$ cat src/rtl/spi_xcvr_pkg.sv
package spi_xcvr_pkg;

   typedef enum logic {
      XS_IDLE = 1'b0,
      XS_RUN  = 1'b1
   } xs_state_t;

   // width of a select index for n slaves, never below one bit
   function automatic int unsigned sel_width(input int unsigned n);
      return (n > 1) ? $clog2(n) : 1;
   endfunction

endpackage

$ cat src/rtl/spi_xcvr_div.sv
module spi_xcvr_div #(
   parameter int DIV_W = 8
) (
   input  logic             clk,
   input  logic             rst_n,
   input  logic             load,
   input  logic [DIV_W-1:0] div_val,
   input  logic             run,
   output logic             tick
);

   logic [DIV_W-1:0] lim_q;
   logic [DIV_W-1:0] cnt_q;

   // a tick every lim_q+1 clocks while running
   always_ff @(posedge clk or negedge rst_n) begin
      if (!rst_n) begin
         lim_q <= '0;
         cnt_q <= '0;
      end else if (load) begin
         lim_q <= div_val;
         cnt_q <= '0;
      end else if (run) begin
         if (cnt_q == lim_q) cnt_q <= '0;
         else                cnt_q <= cnt_q + 1'b1;
      end else begin
         cnt_q <= '0;
      end
   end

   assign tick = run && (cnt_q == lim_q);

endmodule

$ cat src/rtl/spi_xcvr_ctrl.sv
module spi_xcvr_ctrl
   import spi_xcvr_pkg::*;
#(
   parameter  int DATA_W = 8,
   localparam int CNT_W  = $clog2(DATA_W)
) (
   input  logic clk,
   input  logic rst_n,
   input  logic start,
   input  logic cpol,
   input  logic cpha,
   input  logic tick,
   output logic busy,
   output logic launch,
   output logic last,
   output logic sample_en,
   output logic shift_en,
   output logic sclk
);

   localparam logic [CNT_W-1:0] BIT_MAX = CNT_W'(DATA_W - 1);

   xs_state_t        state_q;
   logic [CNT_W-1:0] bit_q;
   logic             trail_q;   // 0: next edge leads, 1: next edge trails
   logic             cpha_q;
   logic             sclk_q;
   logic             lead_tick;
   logic             trail_tick;

   assign busy       = (state_q == XS_RUN);
   assign launch     = (state_q == XS_IDLE) && start;
   assign lead_tick  = busy && tick && !trail_q;
   assign trail_tick = busy && tick && trail_q;
   assign last       = trail_tick && (bit_q == BIT_MAX);

   // phase picks which edge class samples and which launches
   assign sample_en = cpha_q ? trail_tick : lead_tick;
   assign shift_en  = cpha_q ? (lead_tick && (bit_q != '0))
                             : (trail_tick && !last);
   assign sclk      = sclk_q;

   always_ff @(posedge clk or negedge rst_n) begin
      if (!rst_n) begin
         state_q <= XS_IDLE;
         bit_q   <= '0;
         trail_q <= 1'b0;
         cpha_q  <= 1'b0;
         sclk_q  <= 1'b0;
      end else begin
         unique case (state_q)
            XS_IDLE: begin
               sclk_q <= cpol;
               if (start) begin
                  state_q <= XS_RUN;
                  cpha_q  <= cpha;
                  bit_q   <= '0;
                  trail_q <= 1'b0;
               end
            end
            XS_RUN: begin
               if (tick) begin
                  sclk_q  <= ~sclk_q;
                  trail_q <= ~trail_q;
                  if (trail_q) bit_q <= bit_q + 1'b1;
                  if (last)    state_q <= XS_IDLE;
               end
            end
            default: state_q <= XS_IDLE;
         endcase
      end
   end

endmodule

$ cat src/rtl/spi_xcvr_shreg.sv
module spi_xcvr_shreg #(
   parameter int DATA_W = 8
) (
   input  logic              clk,
   input  logic              rst_n,
   input  logic              launch,
   input  logic [DATA_W-1:0] tx_byte,
   input  logic              shift_en,
   input  logic              sample_en,
   input  logic              last,
   input  logic              miso,
   output logic              mosi,
   output logic [DATA_W-1:0] rx_byte
);

   logic [DATA_W-1:0] tx_sh;
   logic [DATA_W-1:0] rx_sh;
   logic [DATA_W-1:0] rx_nxt;
   logic [DATA_W-1:0] rx_q;

   assign rx_nxt = sample_en ? {rx_sh[DATA_W-2:0], miso} : rx_sh;

   always_ff @(posedge clk or negedge rst_n) begin
      if (!rst_n) begin
         tx_sh <= '0;
         rx_sh <= '0;
      end else if (launch) begin
         tx_sh <= tx_byte;
         rx_sh <= '0;
      end else begin
         if (shift_en) tx_sh <= {tx_sh[DATA_W-2:0], 1'b0};
         rx_sh <= rx_nxt;
      end
   end

   always_ff @(posedge clk or negedge rst_n) begin
      if (!rst_n)    rx_q <= '0;
      else if (last) rx_q <= rx_nxt;
   end

   assign mosi    = tx_sh[DATA_W-1];
   assign rx_byte = rx_q;

endmodule

$ cat src/rtl/spi_xcvr_sel.sv
module spi_xcvr_sel #(
   parameter int N_SLAVES = 4,
   parameter int ADDR_W   = 2
) (
   input  logic                clk,
   input  logic                rst_n,
   input  logic                launch,
   input  logic                last,
   input  logic [ADDR_W-1:0]   slave_addr,
   output logic [N_SLAVES-1:0] ss_n
);

   for (genvar g = 0; g < N_SLAVES; g++) begin : g_line
      logic line_q;
      always_ff @(posedge clk or negedge rst_n) begin
         if (!rst_n)      line_q <= 1'b1;
         else if (launch) line_q <= (slave_addr != ADDR_W'(g));
         else if (last)   line_q <= 1'b1;
      end
      assign ss_n[g] = line_q;
   end

endmodule

$ cat src/rtl/spi_xcvr.sv
module spi_xcvr
   import spi_xcvr_pkg::*;
#(
   parameter  int DATA_W   = 8,
   parameter  int N_SLAVES = 4,
   parameter  int DIV_W    = 8,
   localparam int ADDR_W   = sel_width(N_SLAVES)
) (
   input  logic                clk,
   input  logic                rst_n,
   input  logic                start,
   input  logic                cpol,
   input  logic                cpha,
   input  logic [DIV_W-1:0]    div_val,
   input  logic [ADDR_W-1:0]   slave_addr,
   input  logic [DATA_W-1:0]   tx_byte,
   output logic [DATA_W-1:0]   rx_byte,
   output logic                busy,
   output logic                sclk,
   output logic                mosi,
   input  logic                miso,
   output logic [N_SLAVES-1:0] ss_n
);

   if (DATA_W < 2 || (DATA_W & (DATA_W - 1)) != 0) begin : g_bad_data
      $error("spi_xcvr: DATA_W must be a power of two, at least 2");
   end
   if (N_SLAVES < 1) begin : g_bad_slaves
      $error("spi_xcvr: N_SLAVES must be at least 1");
   end
   if (DIV_W < 1) begin : g_bad_div
      $error("spi_xcvr: DIV_W must be at least 1");
   end

   logic tick;
   logic launch;
   logic last;
   logic sample_en;
   logic shift_en;

   spi_xcvr_div #(.DIV_W(DIV_W)) u_div (
      .clk     (clk),
      .rst_n   (rst_n),
      .load    (launch),
      .div_val (div_val),
      .run     (busy),
      .tick    (tick)
   );

   spi_xcvr_ctrl #(.DATA_W(DATA_W)) u_ctrl (
      .clk       (clk),
      .rst_n     (rst_n),
      .start     (start),
      .cpol      (cpol),
      .cpha      (cpha),
      .tick      (tick),
      .busy      (busy),
      .launch    (launch),
      .last      (last),
      .sample_en (sample_en),
      .shift_en  (shift_en),
      .sclk      (sclk)
   );

   spi_xcvr_shreg #(.DATA_W(DATA_W)) u_shreg (
      .clk       (clk),
      .rst_n     (rst_n),
      .launch    (launch),
      .tx_byte   (tx_byte),
      .shift_en  (shift_en),
      .sample_en (sample_en),
      .last      (last),
      .miso      (miso),
      .mosi      (mosi),
      .rx_byte   (rx_byte)
   );

   spi_xcvr_sel #(.N_SLAVES(N_SLAVES), .ADDR_W(ADDR_W)) u_sel (
      .clk        (clk),
      .rst_n      (rst_n),
      .launch     (launch),
      .last       (last),
      .slave_addr (slave_addr),
      .ss_n       (ss_n)
   );

endmodule

$ cat config.mk
export PLATFORM = sky130hd
export DESIGN_NAME = spi_xcvr
export DESIGN_NICKNAME = d
export VERILOG_FILES = /design/src/rtl/spi_xcvr_pkg.sv /design/src/rtl/spi_xcvr_div.sv /design/src/rtl/spi_xcvr_ctrl.sv /design/src/rtl/spi_xcvr_shreg.sv /design/src/rtl/spi_xcvr_sel.sv /design/src/rtl/spi_xcvr.sv
export SDC_FILE = /design/constraint.sdc
export NUM_CORES = 1
export LEC_CHECK = 0
export BUFFER_PORTS_ARGS = -buffer_cell sky130_fd_sc_hd__buf_2
export CAP_MARGIN = 40
export CORE_MARGIN = 4
export CORE_UTILIZATION = 40
export CTS_CLUSTER_SIZE = 28
export DETAILED_ROUTE_END_ITERATION = 10
export MAX_ROUTING_LAYER = met4
export PLACE_DENSITY = 0.66
export SYNTH_ARGS = -nofsm -noshare
export SYNTH_HDL_FRONTEND = slang
export SYNTH_SLANG_ARGS = --single-unit
$ cat constraint.sdc
create_clock -name clk -period 1.8 [get_ports clk]
set_input_delay 0.54 -clock clk [delete_from_list [all_inputs] [get_ports clk]]
set_output_delay 0.54 -clock clk [all_outputs]
set_load 0.03 [all_outputs]
# Yosys cells after proc, flatten, opt, wreduce, memory -nomap -nowiden
# Cells that the tools add are included.
# op_classes
addsub	2
eq_ne	8
mux	27
n_bitwise	3
n_reduce_logical	17
# op_table
operator	count
two-way mux 8 bit	7
two-way mux 1 bit	13
two-way mux 3 bit	3
adder 8 x 1 -> 8 bit, second input constant	1
equality test 8 bit	1
logical AND 1 bit	8
inequality test 2 bit, second input constant	4
case mux 1 bit (2 select lines)	3
case mux 3 bit (2 select lines)	1
nonzero test 2 bit	3
inequality test 2 x 1 -> 1 bit, second input constant	2
AND reduction 2 bit	2
adder 3 x 1 -> 3 bit, second input constant	1
equality test 3 bit, second input constant	1
NOT 1 bit	3
AND reduction 3 bit	1
nonzero test 3 bit	1
zero test 1 bit	2
# word_totals
reg_bits	51
out_inout_bits	15
word_cells	71

# Depth between registers and ports, before layout
# Gate-level depths: netlist of run 1.
# logic_depth
ltp_word	10
ltp_mapped	7
mapped_depth_nobuf	6

# Hierarchy
# A second synthesis of run 1 with hierarchy kept.
# unflattened
hier_cells	212
hier_area_um2	2379.8
# by_module_without_submodules
mod	instances	cells_each	area_per_inst_um2	seq_area_each_um2
spi_xcvr_shreg	1	86	975.9	600.6
spi_xcvr_div	1	64	803.3	400.4
spi_xcvr_ctrl	1	43	400.4	175.2
spi_xcvr_sel	1	19	200.2	105.1

# Least setup slack after synthesis of run 1
# OpenSTA, ideal clock, no wires.
# synth_timing
kind	flip-flop to flip-flop
startpoint	reg u_ctrl.bit_q[0]
endpoint	reg u_shreg.tx_sh[5]
arrival_time_ns	1.717
setup_slack_ns	0.006
stages_incl_launch_ff	8
path_buffers	1
path_cell_list	dfrtp_1 -> ha_1 -> ha_1 -> nor3b_1 -> a31oi_1 -> buf_2 -> o41a_1 -> a21oi_1
# synth_between
elab_chain_len	6
elab_cells_between_ends	8
classes_between	eq/ne: 1; mux: 1; reduce/logical: 6
# synth_lines
element	line	source
start, declared	spi_xcvr_ctrl.sv:24	logic [CNT_W-1:0] bit_q;
start signal, assigned	spi_xcvr_ctrl.sv:65	if (trail_q) bit_q <= bit_q + 1'b1;
equality test 3 bit	spi_xcvr_ctrl.sv:35	assign last = trail_tick && (bit_q == BIT_MAX);
logical AND 1 bit	spi_xcvr_ctrl.sv:35	
zero test 1 bit	spi_xcvr_ctrl.sv:40	: (trail_tick && !last);
logical AND 1 bit	spi_xcvr_ctrl.sv:40	
two-way mux 1 bit *	spi_xcvr_ctrl.sv:39	assign shift_en = cpha_q ? (lead_tick && (bit_q != '0))
nonzero test 2 bit (no source line) *	--	
end signal, assigned	spi_xcvr_shreg.sv:28	tx_sh <= tx_byte;
end signal, assigned	spi_xcvr_shreg.sv:31	if (shift_en) tx_sh <= {tx_sh[DATA_W-2:0], 1'b0};
end, declared	spi_xcvr_shreg.sv:16	logic [DATA_W-1:0] tx_sh;
# Every way passes the cells marked *; elsewhere a longest branch is shown, timed or not.
# A chain may end at the register's enable or synchronous reset.

# Final worst setup path of run 1
# layout_timing
startpoint	reg u_div.cnt_q[1]
endpoint	reg u_shreg.rx_q[7], in the netlist u_shreg.rx_byte[7]
# layout_between
elab_chain_len	6
elab_cells_between_ends	8
classes_between	eq/ne: 1; mux: 2; reduce/logical: 5
# layout_lines
element	line	source
start, declared	spi_xcvr_div.sv:13	logic [DIV_W-1:0] cnt_q;
start signal, assigned	spi_xcvr_div.sv:25	else cnt_q <= cnt_q + 1'b1;
equality test 8 bit *	spi_xcvr_div.sv:31	assign tick = run && (cnt_q == lim_q);
logical AND 1 bit *	spi_xcvr_div.sv:31	
logical AND 1 bit *	spi_xcvr_ctrl.sv:33, spi_xcvr_ctrl.sv:34	
logical AND 1 bit (on tied branches)	spi_xcvr_ctrl.sv:33, spi_xcvr_ctrl.sv:34	
two-way mux 1 bit	spi_xcvr_ctrl.sv:38	assign sample_en = cpha_q ? trail_tick : lead_tick;
two-way mux 8 bit	spi_xcvr_shreg.sv:21	assign rx_nxt = sample_en ? {rx_sh[DATA_W-2:0], miso} : rx_sh;
end signal, assigned	spi_xcvr_shreg.sv:38	else if (last) rx_q <= rx_nxt;
end, declared	spi_xcvr_shreg.sv:19	logic [DATA_W-1:0] rx_q;
# Marks and branches as above.

==> summary.txt, run 1 <==
Global routing
  – Number of global-route vias before repair: 1955
  – First-pass GRT wire length: 9260 um
  – Antenna violations before repair: 0
  – GRT overflow: 0
  – All-layer global routing usage: 0.151
  – Largest net degree at the start of global routing: 52

Placement
  – Place WS: -0.0222 ns
  – IO Port Bufs: 38
  – Placer Congestion: 0.839
  – Dpl hpwl: 3960 um

Floorplan
  – Num ports: 39
  – Core Box Area: 6350 um^2
  – Die Wd: 89.0 um
  – Full die area: 7920 um^2
  – Die height: 89.0 um
  – Std cell rows: 29
  – Initial Util: 0.413

Timing
  – Max-slew violations: 0
  – Max Clock Skew: 0.00572 ns
  – Final Critical Period: 1.79 ns
  – RSZ-0062 raised after global routing: true
  – Final worst-path setup slack: 0.00541 ns
  – Slew margin rel.: 0.747
  – Fmax: 557 MHz
  – Final setup viols: 0
  – Pin slew with the least headroom to its limit: 0.374 ns
  – Final worst-path cycle share: 0.997
  – Hold Vio Cnt, Final: 0

Min path
  – Worst min path class: input pin to async pin

Power and ir drop
  – Maximum vdd ir drop: 0.779 mV
  – PnR Total Power: 5.38 mW
  – Pleak: 1.54 nW
  – Pwr Density: 1650 nW/um^2

Final layout
  – Filler Cell Count: 573
  – Final core utilization: 0.514
  – Commonest cells after routing, fill and taps aside: 47 x nand2_1, 47 x dfrtp_1, 38 x buf_2
  – Final nets: 329
  – Layout cells sized above 1: 0.397
  – Syn-to-layout area delta: 24.4%
  – Area of the multi-input gates: 1340 um^2
  – Diode count: 0
  – Sequential cell area: 1280 um^2

Clock network
  – CTS buffer count: 5
  – Worst-skew pair later-pin latency: 0.30 ns
  – CTS tree: yes
  – Clk root buf: clkbuf_8
  – CTS H-Tree Depth: 2
  – Clock buffer depth: 2
  – CTS Sinks: 51
  – Clk slew on worst S/H paths: 0.09 ns

Yosys
  – Number of distinct library cells after synthesis: 39
  – Post-Syn Area: 2620 um^2
  – Synthesized instance count: 247
  – Sequential area share after synthesis: 0.488
  – Mapped Nets: 275
  – Yosys warnings: 0
  – Yosys reg bits: 51
  – Syn Area/Cell: 10.6 um^2

Worst setup path
  – Critical path required time: 1.99 ns
  – CP Capture Point: u_shreg.rx_byte[7]
  – FF-to-FF End: u_shreg.rx_byte[7]
  – CP Capture Type: register
  – FF-to-FF setup slack: 0.005 ns
  – Crit path kind: register to register
  – Cells on worst reg2reg path: 5
  – Worst Setup SP: u_div.cnt_q[1]
  – CP startpoint kind: register
  – WP data arrival: 1.98 ns
  – CP Max Fanout: 13
  – Worst R2R Start: u_div.cnt_q[1]

Drt
  – Drt wl/cell: 14.7 um
  – DRC Markers: 0
  – Vias: 2001
  – Routed WL: 5580 um
  – First DRT Iteration DRCs: 104
  – Detail Route Antenna Nets: 0
  – DRT Pass-1 Iters: 4
  – Via/cell ratio: 5.28

Flow run
  – Max-Cap Viols: 0

Status
  – Status: complete, no violations
==> repair_timing <==
item | in CTS | in global routing
setup endpoints to repair | 15 | 21
gates resized for setup | 5 | 20
pin swaps | 0 | 15
hold buffers | 0 | 0
buffers inserted | 1 | 0
==> kinds of logic after synthesis <==
kind of cell    count (synthesis)  synth area share
flops                          51             0.488
fa+ha+maj                       4            0.0191
compound gates                 34             0.106
buf+inv                        25            0.0553
xor+xnor                       15            0.0529
simple gates                   91             0.167
mux                            27             0.111
==> Yosys cell counts <==
library cell  number  area share
and4bb_2           1      0.0048
mux2_2            17       0.073
ha_1               4       0.019
dfrtp_1           47        0.45
mux2i_1           10       0.038
o31a_1             4       0.013
nand2_1           47       0.067
buf_1              1      0.0014
or4_1              1      0.0029
buf_4              5       0.014
inv_1              6      0.0086
nand4_1            3      0.0072
clkbuf_1           7       0.010
a21oi_1            6       0.011
nor2b_1            1      0.0024
xor2_1             5       0.017
nand4_2            2      0.0095
nand3_1            7       0.013
o311ai_0           1      0.0033
nand3b_1           2      0.0057
dfstp_2            4       0.040
or3_1              2      0.0048
nor2_1            17       0.024
o41ai_1            8       0.027
xnor2_2            1      0.0062
a31oi_1            3      0.0072
o41ai_2            1      0.0062
xnor2_1            9       0.030
nor3b_1            1      0.0029
and4_1             2      0.0067
o21ai_2            1      0.0033
buf_6              4       0.017
o41a_1             6       0.026
o21ai_0            3      0.0057
nor3_4             1      0.0062
and3_1             3      0.0072
buf_2              2      0.0038
nand2b_1           1      0.0024
o211ai_1           1      0.0029
==> registers in the layout, summed over array words and instances (netlist names) <==
signal,flops
u_ctrl.bit_q,3
u_ctrl.busy,1
u_ctrl.cpha_q,1
u_ctrl.sclk,1
u_ctrl.trail_q,1
u_div.cnt_q,8
u_div.lim_q,8
u_sel.g_line.line_q,4
u_shreg.rx_byte,8
u_shreg.rx_sh,8
u_shreg.tx_sh,8
==> power by group <==
group          internal, mW  switching [mW]
logic                  1.31            1.48
clock network         0.311           0.364
registers              1.55           0.361
==> metal layers <==
| layer | wire, um | GRT usage | part of all wire | up-vias |
|---|---|---|---|---|
| li1 | - | - | - | 973 |
| met1 | 2470 | 0.200 | 0.44 | 984 |
| met2 | 2860 | 0.246 | 0.51 | 39 |
| met3 | 198 | 0.0258 | 0.035 | 5 |
| met4 | 53 | 0.0352 | 0.0095 | 0 |
| met5 | 0 | - | 0 | - |
==> stage by stage <==
stage	hold WS, ns	area (um^2)	cells	setup TNS (ns)
after floorplan	0.244	2620	247	0
after global placement	0.486	3020	370	0
after detailed placement	0.491	3020	370	-0.130
after CTS	0.220	3140	379	0
after global routing	0.229	3260	379	-0.557
final	0.211	3260	379	0
==> cell type report <==
type	instances	area share
clock buffer	7	0.0265
multi-input combinational	171	0.410
inverter	6	0.00690
timing repair buffer	66	0.133
clock inverter	1	0.00153
tap	77	0.0295
sequential	51	0.393
==> worst max-delay path: stages (launching register included) <==
cell and delay [ns]:
dfrtp_1 0.44, xnor2_2 0.30, nand4_4 0.19, nor3_4 0.25, buf_12 0.16, mux2_2 0.33
==> worst min-delay path by stage <==
stage | startpoint | end | slack, ns | cells after the start
floorplan | rst_n | u_ctrl.bit_q[0] | 0.24 | 0
global placement | u_shreg.rx_byte[4] | u_shreg.rx_byte[4] | 0.49 | 1
detailed placement | u_shreg.rx_byte[2] | u_shreg.rx_byte[2] | 0.49 | 1
CTS | rst_n | u_shreg.tx_sh[0] | 0.22 | 2
global route | rst_n | u_shreg.rx_byte[4] | 0.23 | 2
finish | rst_n | u_shreg.rx_byte[5] | 0.21 | 2
No activity file was read; power rests on OpenSTA's default activity.
==> run 2: changes to the inputs <==
- PLACE_DENSITY: 0.66 -> 0.63
- SKIP_LAST_GASP: default -> 1
- clock period: 1.8 -> 1.76 ns (I/O delays scaled with it)
==> run 2 against run 1 <==
- the run now ends with setup timing left
- clock skew about the same
- sequential power increased by 3%
- global-route usage increased by 0.79 points
- first-iteration DRC count is 23% lower
- critical path type unchanged
- largest cell class unchanged
- highest routed layer unchanged
==> summary.txt, run 2 (same netlist as run 1, synthesis figures left out) <==
Status
  – Status: complete, but fails checks
  – Violations in the final reports: setup timing

Worst setup path
  – Crit-path max cell delay: 0.40 ns
  – Buf/Inv on CP: 1
  – FF-to-FF setup slack: -0.04 ns
  – Crit. path cell count: 7
  – WP data arrival: 2.04 ns
  – CP Capture Point: u_shreg.tx_sh[4]
  – Critical path required time: 1.99 ns
  – Crit path kind: register to register
  – CP Max Fanout: 7
  – FF-to-FF End: u_shreg.tx_sh[4]
  – Worst path cell trace: ha_2 > ha_4 > nor3b_4 > a31oi_4 > buf_12 > o41a_1 > a21oi_2
  – CP Capture Type: register
  – Worst Setup SP: u_ctrl.bit_q[1]
  – Critical path's top delay family: compound AO/OA/AOI/OAI gates
  – Cells on worst reg2reg path: 7
  – Crit-path slowest cell: dfrtp_1
  – Worst R2R Start: u_ctrl.bit_q[1]
  – CP startpoint kind: register

Floorplan
  – Die Wd: 89.0 um
  – Core Box Area: 6350 um^2
  – Num ports: 39
  – Initial Util: 0.413
  – Full die area: 7920 um^2
  – Std cell rows: 29
  – Die height: 89.0 um

Global routing
  – First-pass GRT wire length: 9630 um
  – Largest net degree at the start of global routing: 19
  – GRT overflow: 0
  – Number of global-route vias before repair: 2061
  – All-layer global routing usage: 0.159
  – Antenna violations before repair: 0

Timing
  – Final worst-path cycle share: 1.02
  – Final worst-path setup slack: -0.0432 ns
  – Fmax: 555 MHz
  – Hold Vio Cnt, Final: 0
  – Max Clock Skew: 0.00529 ns
  – Slew margin rel.: 0.696
  – Final setup viols: 4
  – RSZ-0062 raised after global routing: true
  – Max-slew violations: 0
  – Pin slew with the least headroom to its limit: 0.456 ns
  – Final Critical Period: 1.80 ns

Clock network
  – CTS buffer count: 5
  – Worst-skew pair later-pin latency: 0.30 ns
  – Clock buffer depth: 2
  – Hold Buf Count CTS: 0
  – CTS tree: yes
  – CTS Sinks: 51
  – Clk root buf: clkbuf_8
  – CTS H-Tree Depth: 2
  – Clk slew on worst S/H paths: 0.09 ns

Drt
  – Drt wl/cell: 14.7 um
  – DRT Pass-1 Iters: 4
  – Routed WL: 5740 um
  – First DRT Iteration DRCs: 80
  – Via/cell ratio: 5.16
  – Vias: 2013
  – DRC Markers: 0
  – Detail Route Antenna Nets: 0

Power and ir drop
  – Internal power: 3.46 mW
  – Clk network pwr share: 0.115
  – Combinational cell fraction of total power: 0.552
  – Maximum vdd ir drop: 0.916 mV
  – Pleak: 1.67 nW
  – Sw Ratio: 0.414
  – NetSw: 2.45 mW
  – Pwr Density: 1710 nW/um^2
  – Sequential power share: 0.333

Placement
  – Place WS: -0.0637 ns
  – Placed cell count: 377
  – IO Port Bufs: 38
  – Dpl hpwl: 4150 um
  – Placer Congestion: 0.782

Final layout
  – Layout cells sized above 1: 0.438
  – Non-Filler Instances: 390
  – Syn-to-layout area delta: 31.8%
  – Filler Cell Count: 567
  – Diode count: 0
  – Commonest cells after routing, fill and taps aside: 47 x nand2_1, 47 x dfrtp_1, 38 x buf_2
  – Final nets: 340

Min path
  – Worst min path class: input pin to async pin

Flow run
  – Max-Cap Viols: 0
-- run 2: routing by layer --
layer | GRT usage | vias up | share of wire
met5 | - | - | 0
met4 | 0.0325 | 0 | 0.0047
met3 | 0.0313 | 4 | 0.032
met2 | 0.250 | 24 | 0.50
met1 | 0.217 | 984 | 0.47
li1 | - | 1001 | -
-- run 2: worst min-delay path by stage --
stage	end
global route	u_ctrl.bit_q[0]
CTS	u_shreg.rx_sh[2]
finish	u_ctrl.bit_q[0]
floorplan	u_ctrl.bit_q[0]
detailed placement	u_shreg.rx_byte[4]
global placement	u_div.lim_q[6]
-- run 2: final cells by class --
class	count	area [um^2]	share of cell area
Multi-Input combinational cell	171	1420	0.410
Sequential cell	51	1280	0.371
Timing Repair Buffer	77	553	0.160
Tap cell	77	96.3	0.0279
Clock buffer	5	68.8	0.0199
Inverter	6	22.5	0.00651
Clock inverter	3	18.8	0.00543
-- run 2: power groups by stage --
stage	sequential [mW]	combinational, mW	clock [mW]
2_1_floorplan	1.93	1.79	0
4_1_cts	1.91	2.96	0.705
5_1_grt	2.02	3.57	0.755
6_report	1.97	3.26	0.680
3_3_place_gp	1.89	2.63	0
3_5_place_dp	1.91	2.68	0
-- run 2: repair_timing --
item,4_1_cts,5_1_grt
endpoints found under the setup margin,16,28
pin swaps,6,16
buffers inserted,1,3
gates cloned,1,0
resized for setup,9,21
-- run 2: metrics by stage --
step           cell area, um^2   TNS, ns  total power [mW]  hold slack (ns)   util
6_report                  3460    -0.116              5.91            0.161  0.544
4_1_cts                   3300  -0.00925              5.58            0.169  0.520
5_1_grt                   3460    -0.824              6.35            0.186  0.544
2_1_floorplan             2640         0              3.73            0.232      -
3_3_place_gp              3110  -0.00180              4.52            0.483  0.490
3_5_place_dp              3110    -0.744              4.59            0.493  0.490
-- run 2: worst reg2reg max path: stages, from the launching register on --
cell,delay [ns]
dfrtp_1,0.40
ha_2,0.20
ha_4,0.16
nor3b_4,0.23
a31oi_4,0.09
buf_12,0.18
o41a_1,0.33
a21oi_2,0.15
==> run 3: changes to the inputs <==
- TNS_END_PERCENT: default -> 30
==> run 3 against run 2 <==
- the run still ends with setup timing left
- cell count down 0.26%
- register-to-register slack better by 0.02 ns
- utilization down 0.059 points
- non-clock buffer count down 1
- clock power about the same
- sequential share of layout area about the same
- critical endpoint unchanged
- total power down 0.33%
- sequential cell count unchanged
- global-route usage unchanged
- maximum frequency up 1.0%
==> summary.txt, run 3 (same netlist as run 1, synthesis figures left out) <==
Power and ir drop
  – NetSw: 2.45 mW
  – PnR Total Power: 5.89 mW
  – Internal power: 3.44 mW
  – Sequential power share: 0.334
  – Pleak: 1.66 nW
  – Sw Ratio: 0.415
  – Maximum vdd ir drop: 0.917 mV
  – Pwr Density: 1710 nW/um^2
  – Combinational cell fraction of total power: 0.551
  – Clk network pwr share: 0.116

Global routing
  – Met1 Use GR: 0.217
  – First-pass GRT wire length: 9630 um
  – Met3 Use GR: 0.0313
  – Global routing usage on met2: 0.250
  – GRT overflow: 0
  – All-layer global routing usage: 0.159
  – Antenna violations before repair: 0
  – Number of global-route vias before repair: 2063
  – Busiest grt layer: met2
  – Largest net degree at the start of global routing: 19

Timing
  – Final Critical Period: 1.79 ns
  – Final worst-path setup slack: -0.0253 ns
  – Pin slew with the least headroom to its limit: 0.457 ns
  – Fmax: 560 MHz
  – Hold Vio Cnt, Final: 0
  – Final setup viols: 2
  – Max Clock Skew: 0.00550 ns
  – Max-slew violations: 0
  – RSZ-0062 raised after global routing: true
  – Slew margin rel.: 0.695
  – Final worst-path cycle share: 1.01

Clock network
  – Clock buffer depth: 2
  – Clk slew on worst S/H paths: 0.09 ns
  – CTS buffer count: 5
  – CTS Sinks: 51
  – CTS tree: yes
  – Worst-skew pair later-pin latency: 0.30 ns
  – CTS H-Tree Depth: 2
  – Clk root buf: clkbuf_8
  – Hold Buf Count CTS: 0

Floorplan
  – Std cell rows: 29
  – Core Box Area: 6350 um^2
  – Die height: 89.0 um
  – Die Wd: 89.0 um
  – Full die area: 7920 um^2
  – Num ports: 39
  – Initial Util: 0.413

Drt
  – Vias: 2004
  – First DRT Iteration DRCs: 72
  – DRC Markers: 0
  – DRT Pass-1 Iters: 4
  – Drt wl/cell: 14.8 um
  – Routed WL: 5760 um
  – Detail Route Antenna Nets: 0
  – Via/cell ratio: 5.15

Worst setup path
  – Crit-path slowest cell: dfrtp_1
  – Crit path kind: register to register
  – Critical path required time: 2.00 ns
  – FF-to-FF End: u_shreg.tx_sh[4]
  – Crit-path max cell delay: 0.40 ns
  – FF-to-FF setup slack: -0.03 ns
  – CP Capture Type: register
  – Cells on worst reg2reg path: 7
  – WP data arrival: 2.02 ns
  – CP startpoint kind: register
  – CP Max Fanout: 7
  – Worst path cell trace: ha_2 > ha_4 > nor3b_4 > a31oi_4 > buf_12 > o41a_1 > a21oi_2
  – Worst R2R Start: u_ctrl.bit_q[1]

Placement
  – IO Port Bufs: 38
  – Post-DP Area: 3110 um^2
  – Placer Congestion: 0.782
  – Dpl hpwl: 4150 um

Status
  – Status: complete, but fails checks
  – Violations in the final reports: setup timing

Final layout
  – Filler Cell Count: 565
  – Sequential cell area: 1280 um^2
  – Diode count: 0
  – Syn-to-layout area delta: 31.6%
  – Final nets: 339
  – Area of the multi-input gates: 1420 um^2
  – Commonest cells after routing, fill and taps aside: 47 x nand2_1, 47 x dfrtp_1, 38 x buf_2
  – Final instance area: 3450 um^2
  – Layout cells sized above 1: 0.439

Min path
  – Worst min path class: input pin to async pin

Flow run
  – Max-Cap Viols: 0
-- run 3: cell count changes in the layout (fill, tap and decap cells not counted), sizes merged --
| cell | delta |
|---|---|
| buf | -1 |
-- run 3: how the worst max path moves through the flow --
stage                    start                 end  cells past startpoint
3_3_place_gp   u_ctrl.bit_q[0]    u_shreg.tx_sh[4]                      7
4_1_cts        u_ctrl.bit_q[0]    u_shreg.tx_sh[1]                      7
2_1_floorplan  u_ctrl.bit_q[0]    u_shreg.tx_sh[5]                      7
5_1_grt        u_ctrl.bit_q[1]    u_shreg.tx_sh[4]                      7
3_5_place_dp    u_div.cnt_q[0]  u_shreg.rx_byte[2]                      5
6_report       u_ctrl.bit_q[1]    u_shreg.tx_sh[4]                      7
-- run 3: through the flow --
stage          TNS [ns]  hold slack, ns  utilization  std cells  worst slack, ns
4_1_cts          -0.133           0.169        0.520        387          -0.0291
3_5_place_dp     -0.744           0.493        0.490        377          -0.0637
5_1_grt          -0.626           0.186        0.544        389          -0.0833
3_3_place_gp   -0.00180           0.483        0.490        377         -0.00180
2_1_floorplan         0           0.232            -        247           0.0208
6_report        -0.0270           0.160        0.544        389          -0.0253
-- run 3: critical path: cells and delay by family, from the launching register on --
| family | cells | cell delay [ns] |
|---|---|---|
| compound gates | 3 | 0.56 |
| flops | 1 | 0.40 |
| fa+ha+maj | 2 | 0.36 |
| simple gates | 1 | 0.21 |
| buf+inv | 1 | 0.18 |
-- run 3: per-layer routing --
layer | vias to the layer above | share of wire | wire length (um)
li1 | 998 | - | -
met1 | 977 | 0.47 | 2720
met2 | 25 | 0.49 | 2830
met5 | - | 0 | 0
met3 | 4 | 0.034 | 193
met4 | 0 | 0.0040 | 23
-- run 3: area by class of cell --
| cell class | instances | area share |
|---|---|---|
| flip-flops and latches | 51 | 0.371 |
| well taps | 77 | 0.0279 |
| clock inverters | 3 | 0.00543 |
| repair buffers | 76 | 0.158 |
| multi-input cells | 171 | 0.411 |
| clock buffers | 5 | 0.0199 |
| inverters | 6 | 0.00652 |
-- run 3: power groups by stage --
stage / clock [mW] / combinational (mW) / sequential (mW)
after floorplan: 0 / 1.79 / 1.93
after global placement: 0 / 2.63 / 1.89
after detailed placement: 0 / 2.68 / 1.91
after CTS: 0.705 / 2.96 / 1.91
after global routing: 0.755 / 3.55 / 2.02
final: 0.681 / 3.24 / 1.96
-- run 3: what timing repair did --
action | 4_1_cts | 5_1_grt
gates resized for setup | 9 | 22
cloned | 1 | 0
buffers inserted | 1 | 2
pin swaps | 3 | 15
setup endpoints to repair | 16 | 28
